**src/rtl/rpc_pkg.sv**
```systemverilog
package rpc_pkg;
  typedef enum logic [1:0] {
    ACC_READ  = 2'd0,
    ACC_WRITE = 2'd1,
    ACC_FETCH = 2'd2,
    ACC_RSVD  = 2'd3
  } acc_kind_e;

  typedef struct packed {
    logic rd;
    logic wr;
    logic ex;
  } rights_t;

  typedef struct packed {
    rights_t priv;
    rights_t user;
  } perm_t;

  localparam int SEL_CTRL  = 0;
  localparam int SEL_CACHE = 1;
  localparam int SEL_BUF   = 2;
  localparam int SEL_PERM0 = 3;

  // Expand a 4-bit permission code into rights for both levels.
  function automatic perm_t decode_code(input logic [3:0] code);
    perm_t p;
    p = '0;
    if (code < 4'd4) begin
      p.priv = '{rd: 1'b1, wr: code[1], ex: code[0]};
    end else if (code < 4'd8) begin
      p.priv = '{rd: 1'b1, wr: code[1], ex: code[0]};
      p.user = p.priv;
    end else if (code == 4'd8) begin
      p.priv = '{rd: 1'b1, wr: 1'b1, ex: 1'b0};
      p.user = '{rd: 1'b1, wr: 1'b0, ex: 1'b0};
    end else if (code == 4'd9) begin
      p.priv = '{rd: 1'b1, wr: 1'b1, ex: 1'b0};
      p.user = '{rd: 1'b1, wr: 1'b0, ex: 1'b1};
    end
    return p;
  endfunction
endpackage

```
**src/rtl/rpc_regs.sv**
```systemverilog
module rpc_regs
  import rpc_pkg::*;
#(
  parameter int NUM_REGIONS = 16,
  parameter int DATA_W      = 32,
  parameter int SEL_W       = 3,
  localparam int PERM_WORDS = NUM_REGIONS / 8
) (
  input  logic                     clk,
  input  logic                     rst_n,
  input  logic                     we,
  input  logic [SEL_W-1:0]         sel,
  input  logic [DATA_W-1:0]        wdata,
  output logic [DATA_W-1:0]        rdata,
  output logic                     en,
  output logic [NUM_REGIONS-1:0]   cache_bits,
  output logic [NUM_REGIONS-1:0]   buf_bits,
  output logic [PERM_WORDS*32-1:0] codes
);
  logic                     en_r;
  logic [NUM_REGIONS-1:0]   cache_r;
  logic [NUM_REGIONS-1:0]   buf_r;
  logic [PERM_WORDS*32-1:0] perm_r;

  always_ff @(posedge clk) begin
    if (!rst_n) begin
      en_r    <= 1'b0;
      cache_r <= '0;
      buf_r   <= '0;
      perm_r  <= '0;
    end else if (we) begin
      if (sel == SEL_W'(SEL_CTRL))  en_r    <= wdata[0];
      if (sel == SEL_W'(SEL_CACHE)) cache_r <= wdata[NUM_REGIONS-1:0];
      if (sel == SEL_W'(SEL_BUF))   buf_r   <= wdata[NUM_REGIONS-1:0];
      for (int w = 0; w < PERM_WORDS; w++) begin
        if (sel == SEL_W'(SEL_PERM0 + w)) perm_r[w*32 +: 32] <= wdata[31:0];
      end
    end
  end

  always_comb begin
    rdata = '0;
    if (sel == SEL_W'(SEL_CTRL))  rdata[0] = en_r;
    if (sel == SEL_W'(SEL_CACHE)) rdata[NUM_REGIONS-1:0] = cache_r;
    if (sel == SEL_W'(SEL_BUF))   rdata[NUM_REGIONS-1:0] = buf_r;
    for (int w = 0; w < PERM_WORDS; w++) begin
      if (sel == SEL_W'(SEL_PERM0 + w)) rdata[31:0] = perm_r[w*32 +: 32];
    end
  end

  assign en         = en_r;
  assign cache_bits = cache_r;
  assign buf_bits   = buf_r;
  assign codes      = perm_r;
endmodule

```
**config.mk**
```make
export PLATFORM = sky130hd
export DESIGN_NAME = rpc_regs
export DESIGN_NICKNAME = d
export VERILOG_FILES = /design/src/rtl/rpc_pkg.sv /design/src/rtl/rpc_regs.sv
export SDC_FILE = /design/constraint.sdc
export NUM_CORES = 1
export LEC_CHECK = 0
export CAP_MARGIN = 25
export CORE_UTILIZATION = 45
export CTS_BUF_LIST = sky130_fd_sc_hd__clkbuf_8
export DETAILED_ROUTE_END_ITERATION = 10
export DONT_BUFFER_PORTS = 1
export PLACE_DENSITY_LB_ADDON = 0.3
export SYNTH_ARGS = -nofsm -noshare
export SYNTH_HDL_FRONTEND = slang
export SYNTH_SLANG_ARGS = --single-unit
```
**constraint.sdc**
```tcl
create_clock -name clk -period 4.1 [get_ports clk]
set_input_delay 0.82 -clock clk [delete_from_list [all_inputs] [get_ports clk]]
set_output_delay 0.82 -clock clk [all_outputs]
set_load 0.01 [all_outputs]
```
==> metrics.md, run 1 <==
| Metric | Value |
|---|---|
| Status | `complete, no violations` |
| Gr usage total | `21.6%` |
| Detailed-route wire length | `10.4 mm` |
| Fill cells | `859` |
| Kind of critical path | `input port to output pin` |
| Pre-CTS WS | `1.26 ns` |
| IO Port Bufs | `0` |
| Synth-to-layout area growth | `2.29%` |
| Top cells by area, synth | `dfxtp_1 (48%), nand3_1 (9.9%), o21ai_0 (7.9%), nand2_1 (5.9%), mux2i_1 (4.5%)` |
| Vias in the first global route | `3117` |
| DR WL met3 | `842 um` |
| Minimum clock period | `2.81 ns` |
| Top cells by count, synth | `dfxtp_1 (97), nand3_1 (80), nand2_1 (64), o21ai_0 (64), mux2i_1 (18)` |
| Grt total ovfl | `0` |
| Async S/R FF share, synth | `0%` |
| Most frequent CP cell | `nor2b_4` |
| Critical Path RT | `3.28 ns` |
| I/O Pins | `167` |
| Mapped Nets | `502` |
| Sequential fraction of the synthesis area | `48.0%` |
| Number of synthesized flops with an enable pin | `0` |
| CP cell instances | `nor2b_4 > nor2b_4 > a22o_1` |
| Initial antenna violation count | `0` |
| DR top layer | `met4` |
| Mapped cell area | `4050 um^2` |
| DRC viols | `0` |
| Via count | `3307` |
| Relative slew margins | `37.3%` |
| Max-slew violations | `0` |
| CTS tree | `yes` |
| Met1 wire length | `4.24 mm` |
| Worst Tran Pin Value | `0.935 ns` |
| Post-synth cell types | `29` |
| Largest net degree at the start of global routing | `130` |
| Top-area cell type share of the netlist area | `48.0%` |
| Starting Density | `46.4%` |
| Final ANT Viol Nets | `0` |
| Clock slew at reported path FFs | `0.08 ns` |
| Max clock buf depth | `2` |
| Nets | `468` |
| Main synth FF type | `dfxtp_1` |
| First-pass GRT wire length | `16.2 mm` |
| Routed wl met2 | `5.19 mm` |
| Core box area | `8720 um^2` |
| Register area | `1940 um^2` |
| Max H-tree Level | `3` |
| TritonCTS Buffers | `9` |
| Post-Syn Instances | `464` |
| Ys Warns | `0` |
| Routed vias/inst | `6.09` |
| Layout cells sized above 1 | `5.52%` |
| Endpoint arrival time on the critical path | `1.99 ns` |
| Tot Pwr | `1.69 mW` |
| CP bufs+invs | `0` |
| Critical Path Source Type | `input port` |
| Setup repair after global routing missed its margin | `no` |
| Setup TNS | `0 ns` |
| PD cells | `408 nW/um^2` |
| #FFs+latches synth | `97` |
| Crit path max-delay cell type | `nor2b_4` |
| Worst IR Drop VDD | `187 uV` |
| HP Class | `register to register` |
| Syn_area_per_cell | `8.72 um^2` |
| PnR worst setup slack | `1.29 ns` |
| Die X | `96.8 um` |
| Setup bufs post-CTS | `0` |
| Number of gates resized after CTS | `0` |
| Most frequent cell after synthesis | `dfxtp_1` |
| Clock root cell | `clkbuf_8` |
| CP Capture Type | `output pin` |
| F_max | `356 MHz` |
| Clk_lat worst skew | `0.35 ns` |
| Die Area | `9380 um^2` |
| Placer congestion estimate | `0.762` |
| Wire per inst | `19.2 um` |
| Maxcap violations | `0` |
| Final Hold Viols | `0` |
| Post-detail-place hpwl | `6.78 mm` |
| DRC marker count from the first detailed-route iteration | `120` |
| Area leader, netlist | `dfxtp_1` |
| Critical Path Fanout Max | `17` |
| Ant. Diodes | `0` |
| Drt first pass iters | `4` |
| Setup-failing EPs final | `0` |
| LEAKAGE | `1.40 nW` |
| Max incr delay on CP | `0.49 ns` |
| Final period util | `68.6%` |
| Skew final | `0 ns` |
| # rows | `34` |
| Die Y | `96.8 um` |
| Sink Count | `97` |
| Footprint of the multi-input gates | `1840 um^2` |
| Critical path's top delay family | `simple AND/OR/NAND/NOR gates` |
| Hold Buf Count CTS | `0` |
placed cells by master, fill, tap and decap left out, types with 2 or more instances in the layout:
master | Yosys | layout
a21boi_0 | 11 | 11
a21boi_1 | 5 | 5
a22o_1 | 16 | 16
a22oi_1 | 15 | 15
buf_4 | 4 | 3
clkbuf_8 | 0 | 9
clkinvlp_4 | 0 | 2
dfxtp_1 | 97 | 97
mux2i_1 | 18 | 18
nand2_1 | 64 | 64
nand3_1 | 80 | 80
nand4bb_1 | 3 | 2
nor2b_1 | 2 | 2
nor2b_4 | 2 | 2
o21ai_0 | 64 | 64
o21ai_1 | 16 | 16
o22ai_1 | 15 | 15
cell type report:
type                            count  share of cell area [%]
Sequential cell                    97                    46.9
Multi-Input combinational cell    319                    44.6
Tap cell                          108                    3.26
Clock buffer                        9                    2.99
Clock inverter                      7                    1.72
Timing Repair Buffer                3                   0.544
worst min-delay path, delay by kind of cell, from the launching register on:
| kind | cells | cell delay (ns) |
|---|---|---|
| compound gates | 1 | 0.05 |
| flops | 1 | 0.35 |
| simple gates | 1 | 0.07 |
report_power, final:
group | internal [mW] | switching [mW] | leakage (nW) | total (mW)
Clock | 0.282 | 0.337 | 0.0970 | 0.619
Combinational | 0.0288 | 0.0477 | 0.518 | 0.0765
Sequential | 0.962 | 0.0295 | 0.785 | 0.991
Total | 1.27 | 0.414 | 1.40 | 1.69
registers in the layout, indices dropped and copies added, names as in the netlist:
register,flops
codes,64
cache_bits,16
buf_bits,16
en,1
through the flow:
| stage | utilization (%) | instance area (um^2) | hold WS [ns] | std cells |
|---|---|---|---|---|
| floorplan | - | 4050 | 0.491 | 464 |
| global placement | 45.2 | 3940 | 0.505 | 527 |
| detailed placement | 45.2 | 3940 | 0.507 | 527 |
| CTS | 47.5 | 4140 | 0.522 | 543 |
| global route | 47.5 | 4140 | 0.536 | 543 |
| finish | 47.5 | 4140 | 0.517 | 543 |
final timing paths:
kind / from / endpoint / slack [ns] / depth (start not counted)
setup / recovery: sel[2] / rdata[26] / 1.29 / 3
hold / removal: codes[31] / codes[31] / 0.52 / 2
setup reg to reg: cache_bits[3] / cache_bits[3] / 3.35 / 2
hold reg to reg: codes[31] / codes[31] / 0.52 / 2
metal layers:
| layer | GRT usage, % | vias up |
|---|---|---|
| li1 | - | 1599 |
| met1 | 24.3 | 1535 |
| met2 | 38.1 | 160 |
| met3 | 6.79 | 13 |
| met4 | 8.04 | 0 |
| met5 | 0 | - |
cell families (layout without fill, tap and decap cells):
| kind of cell | count (synthesis) | in the layout | synth area share [%] |
|---|---|---|---|
| AO/OA/AOI/OAI | 143 | 143 | 21.6 |
| buffers and inverters | 48 | 19 | 6.55 |
| flip-flops | 97 | 97 | 48.0 |
| multiplexers | 18 | 18 | 4.45 |
| AND/OR/NAND/NOR | 158 | 158 | 19.4 |
(Power assumes the default switching activity.)
==> run 2: changes to the inputs <==
- clock period: 4.1 -> 2.6 ns (I/O delays scaled with it)
==> metrics.md, run 2 (synthesis gave the netlist of run 1 again) <==
| Metric | Value |
|---|---|
| Final ANT Viol Nets | `0 (unchanged)` |
| Worst Tran Pin Value | `0.530 ns (-0.405 ns)` |
| Final Hold Viols | `0 (unchanged)` |
| Initial antenna violation count | `0 (unchanged)` |
| Drt first pass iters | `4 (unchanged)` |
| Gr usage total | `21.7% (+0.099 points)` |
| HP Class | `input port to register` |
| Post-detail-place hpwl | `7.04 mm (+3.8%)` |
| R2R cell count | `2 (unchanged)` |
| First-pass GRT wire length | `16.3 mm (+0.69%)` |
| Die X | `96.8 um (unchanged)` |
| LEAKAGE | `1.46 nW (+4.0%)` |
| Max clock buf depth | `2 (unchanged)` |
| Die Area | `9380 um^2 (unchanged)` |
| Critical Path RT | `2.08 ns (-1.20 ns)` |
| Number of gates resized after CTS | `0 (unchanged)` |
| Endpoint arrival time on the critical path | `1.58 ns (-0.41 ns)` |
| Routed vias/inst | `6.03 (-1.0%)` |
| Critical Path Source Type | `input port` |
| Maxcap violations | `0 (unchanged)` |
| Critical Path Fanout Max | `25 (+8)` |
| Worst setup path end | `rdata[6]` |
| DR WL met3 | `903 um (+7.2%)` |
| Max-slew violations | `0 (unchanged)` |
| PnR worst setup slack | `0.500 ns (-0.788 ns)` |
| Pre-CTS WS | `0.531 ns (-0.726 ns)` |
| Routed wl met2 | `5.02 mm (-3.3%)` |
| Met1 wire length | `4.45 mm (+4.9%)` |
| Wire per inst | `19.1 um (-0.64%)` |
| Worst IR Drop VDD | `231 uV (+24%)` |
| Sink Count | `97 (unchanged)` |
| CP Capture Type | `output pin` |
| Skew final | `0 ns (unchanged)` |
| Relative slew margins | `64.6% (+27 points)` |
| Clock slew at reported path FFs | `0.09 ns (about the same)` |
| Setup bufs post-CTS | `0 (unchanged)` |
| # rows | `34 (unchanged)` |
| PD cells | `631 nW/um^2 (+55%)` |
| Crit path launch | `sel[0]` |
| Placer congestion estimate | `0.755 (-0.96%)` |
| F_max | `476 MHz` |
| TritonCTS Buffers | `9 (unchanged)` |
| Die Y | `96.8 um (unchanged)` |
| Minimum clock period | `2.10 ns` |
| CTS tree | `yes` |
| I/O Pins | `167 (unchanged)` |
| Max H-tree Level | `3 (unchanged)` |
| RR Endpoint | `cache_bits[2]` |
| Setup TNS | `0 ns (unchanged)` |
| Layout cells sized above 1 | `7.64% (+2.1 points)` |
| Commonest non-fill, non-tap cell in the layout | `dfxtp_1` |
| Tot Pwr | `2.66 mW (+58%)` |
| DRC marker count from the first detailed-route iteration | `169 (+41%)` |
| Hold Buf Count CTS | `0 (unchanged)` |
| Clk_lat worst skew | `0.36 ns (about the same)` |
| Most frequent cells in the layout | `dfxtp_1 (97), nand3_1 (80), nand2_1 (64), o21ai_0 (64), mux2i_1 (18)` |
| Max reg flops | `64 (unchanged)` |
| Setup repair after global routing missed its margin | `no` |
| Vias in the first global route | `3050 (-2.1%)` |
| Starting Density | `46.4% (unchanged)` |
| Ant. Diodes | `0 (unchanged)` |
| Kind of critical path | `input port to output pin` |
| Largest net degree at the start of global routing | `130 (unchanged)` |
| Final period util | `80.8%` |
| Detailed-route wire length | `10.5 mm (+1.2%)` |
| DRC viols | `0 (unchanged)` |
| Core box area | `8720 um^2 (unchanged)` |
| IO Port Bufs | `0 (unchanged)` |
| Grt total ovfl | `0 (unchanged)` |
| Final core utilization | `48.3% (+0.85 points)` |
| R2R Setup Slk | `1.87 ns (-1.48 ns)` |
| DR top layer | `met4` |
| Worst reg2reg startpoint | `cache_bits[2]` |
| Clock root cell | `clkbuf_8` |
| Status | `complete, no violations` |
| Synth-to-layout area growth | `4.11%` |
| Nets | `478 (+2.1%)` |
| Via count | `3334 (+0.82%)` |
| Setup-failing EPs final | `0 (unchanged)` |
==> run 2: layout make-up <==
| class | count | area, um^2 |
|---|---|---|
| Multi-Input combinational cell | 319 | 1840 |
| Clock inverter | 7 | 70.1 |
| Clock buffer | 9 | 124 |
| Tap cell | 108 | 135 |
| Sequential cell | 97 | 1940 |
| Timing Repair Buffer | 13 | 97.6 |
| Fill cell | 830 | 4510 |
==> run 2: critical path, stage by stage <==
cell     delay (ns)
nor2b_1        0.44
buf_4          0.25
a22oi_1        0.07
o22ai_1        0.14
buf_4          0.15
==> run 2: per-stage QoR <==
step | instances | instance area (um^2) | hold slack, ns
floorplan | 464 | 4050 | 0.491
global placement | 537 | 4020 | 0.505
detailed placement | 537 | 4020 | 0.512
CTS | 553 | 4210 | 0.266
global route | 553 | 4210 | 0.260
finish | 553 | 4210 | 0.280
==> run 2: how the worst min path moves through the flow <==
| stage | cells after the start | startpoint | to | slack [ns] |
|---|---|---|---|---|
| final | 2 | wdata[6] | cache_bits[6] | 0.28 |
| after global routing | 2 | wdata[8] | cache_bits[8] | 0.26 |
| after CTS | 2 | wdata[6] | cache_bits[6] | 0.27 |
| after detailed placement | 2 | cache_bits[9] | cache_bits[9] | 0.51 |
| after global placement | 2 | cache_bits[9] | cache_bits[9] | 0.51 |
| after floorplan | 2 | cache_bits[13] | cache_bits[13] | 0.49 |
==> run 2: where the power goes <==
group	switching (mW)	total (mW)	internal, mW
Sequential	0.0468	1.56	1.52
Clock	0.520	0.965	0.445
Combinational	0.0777	0.129	0.0511
Total	0.645	2.66	2.01
==> run 2: layer usage <==
| metal | vias up | global-route usage (%) |
|---|---|---|
| met5 | - | 0 |
| met4 | 0 | 8.04 |
| li1 | 1615 | - |
| met3 | 14 | 6.79 |
| met1 | 1546 | 26.5 |
| met2 | 159 | 35.9 |
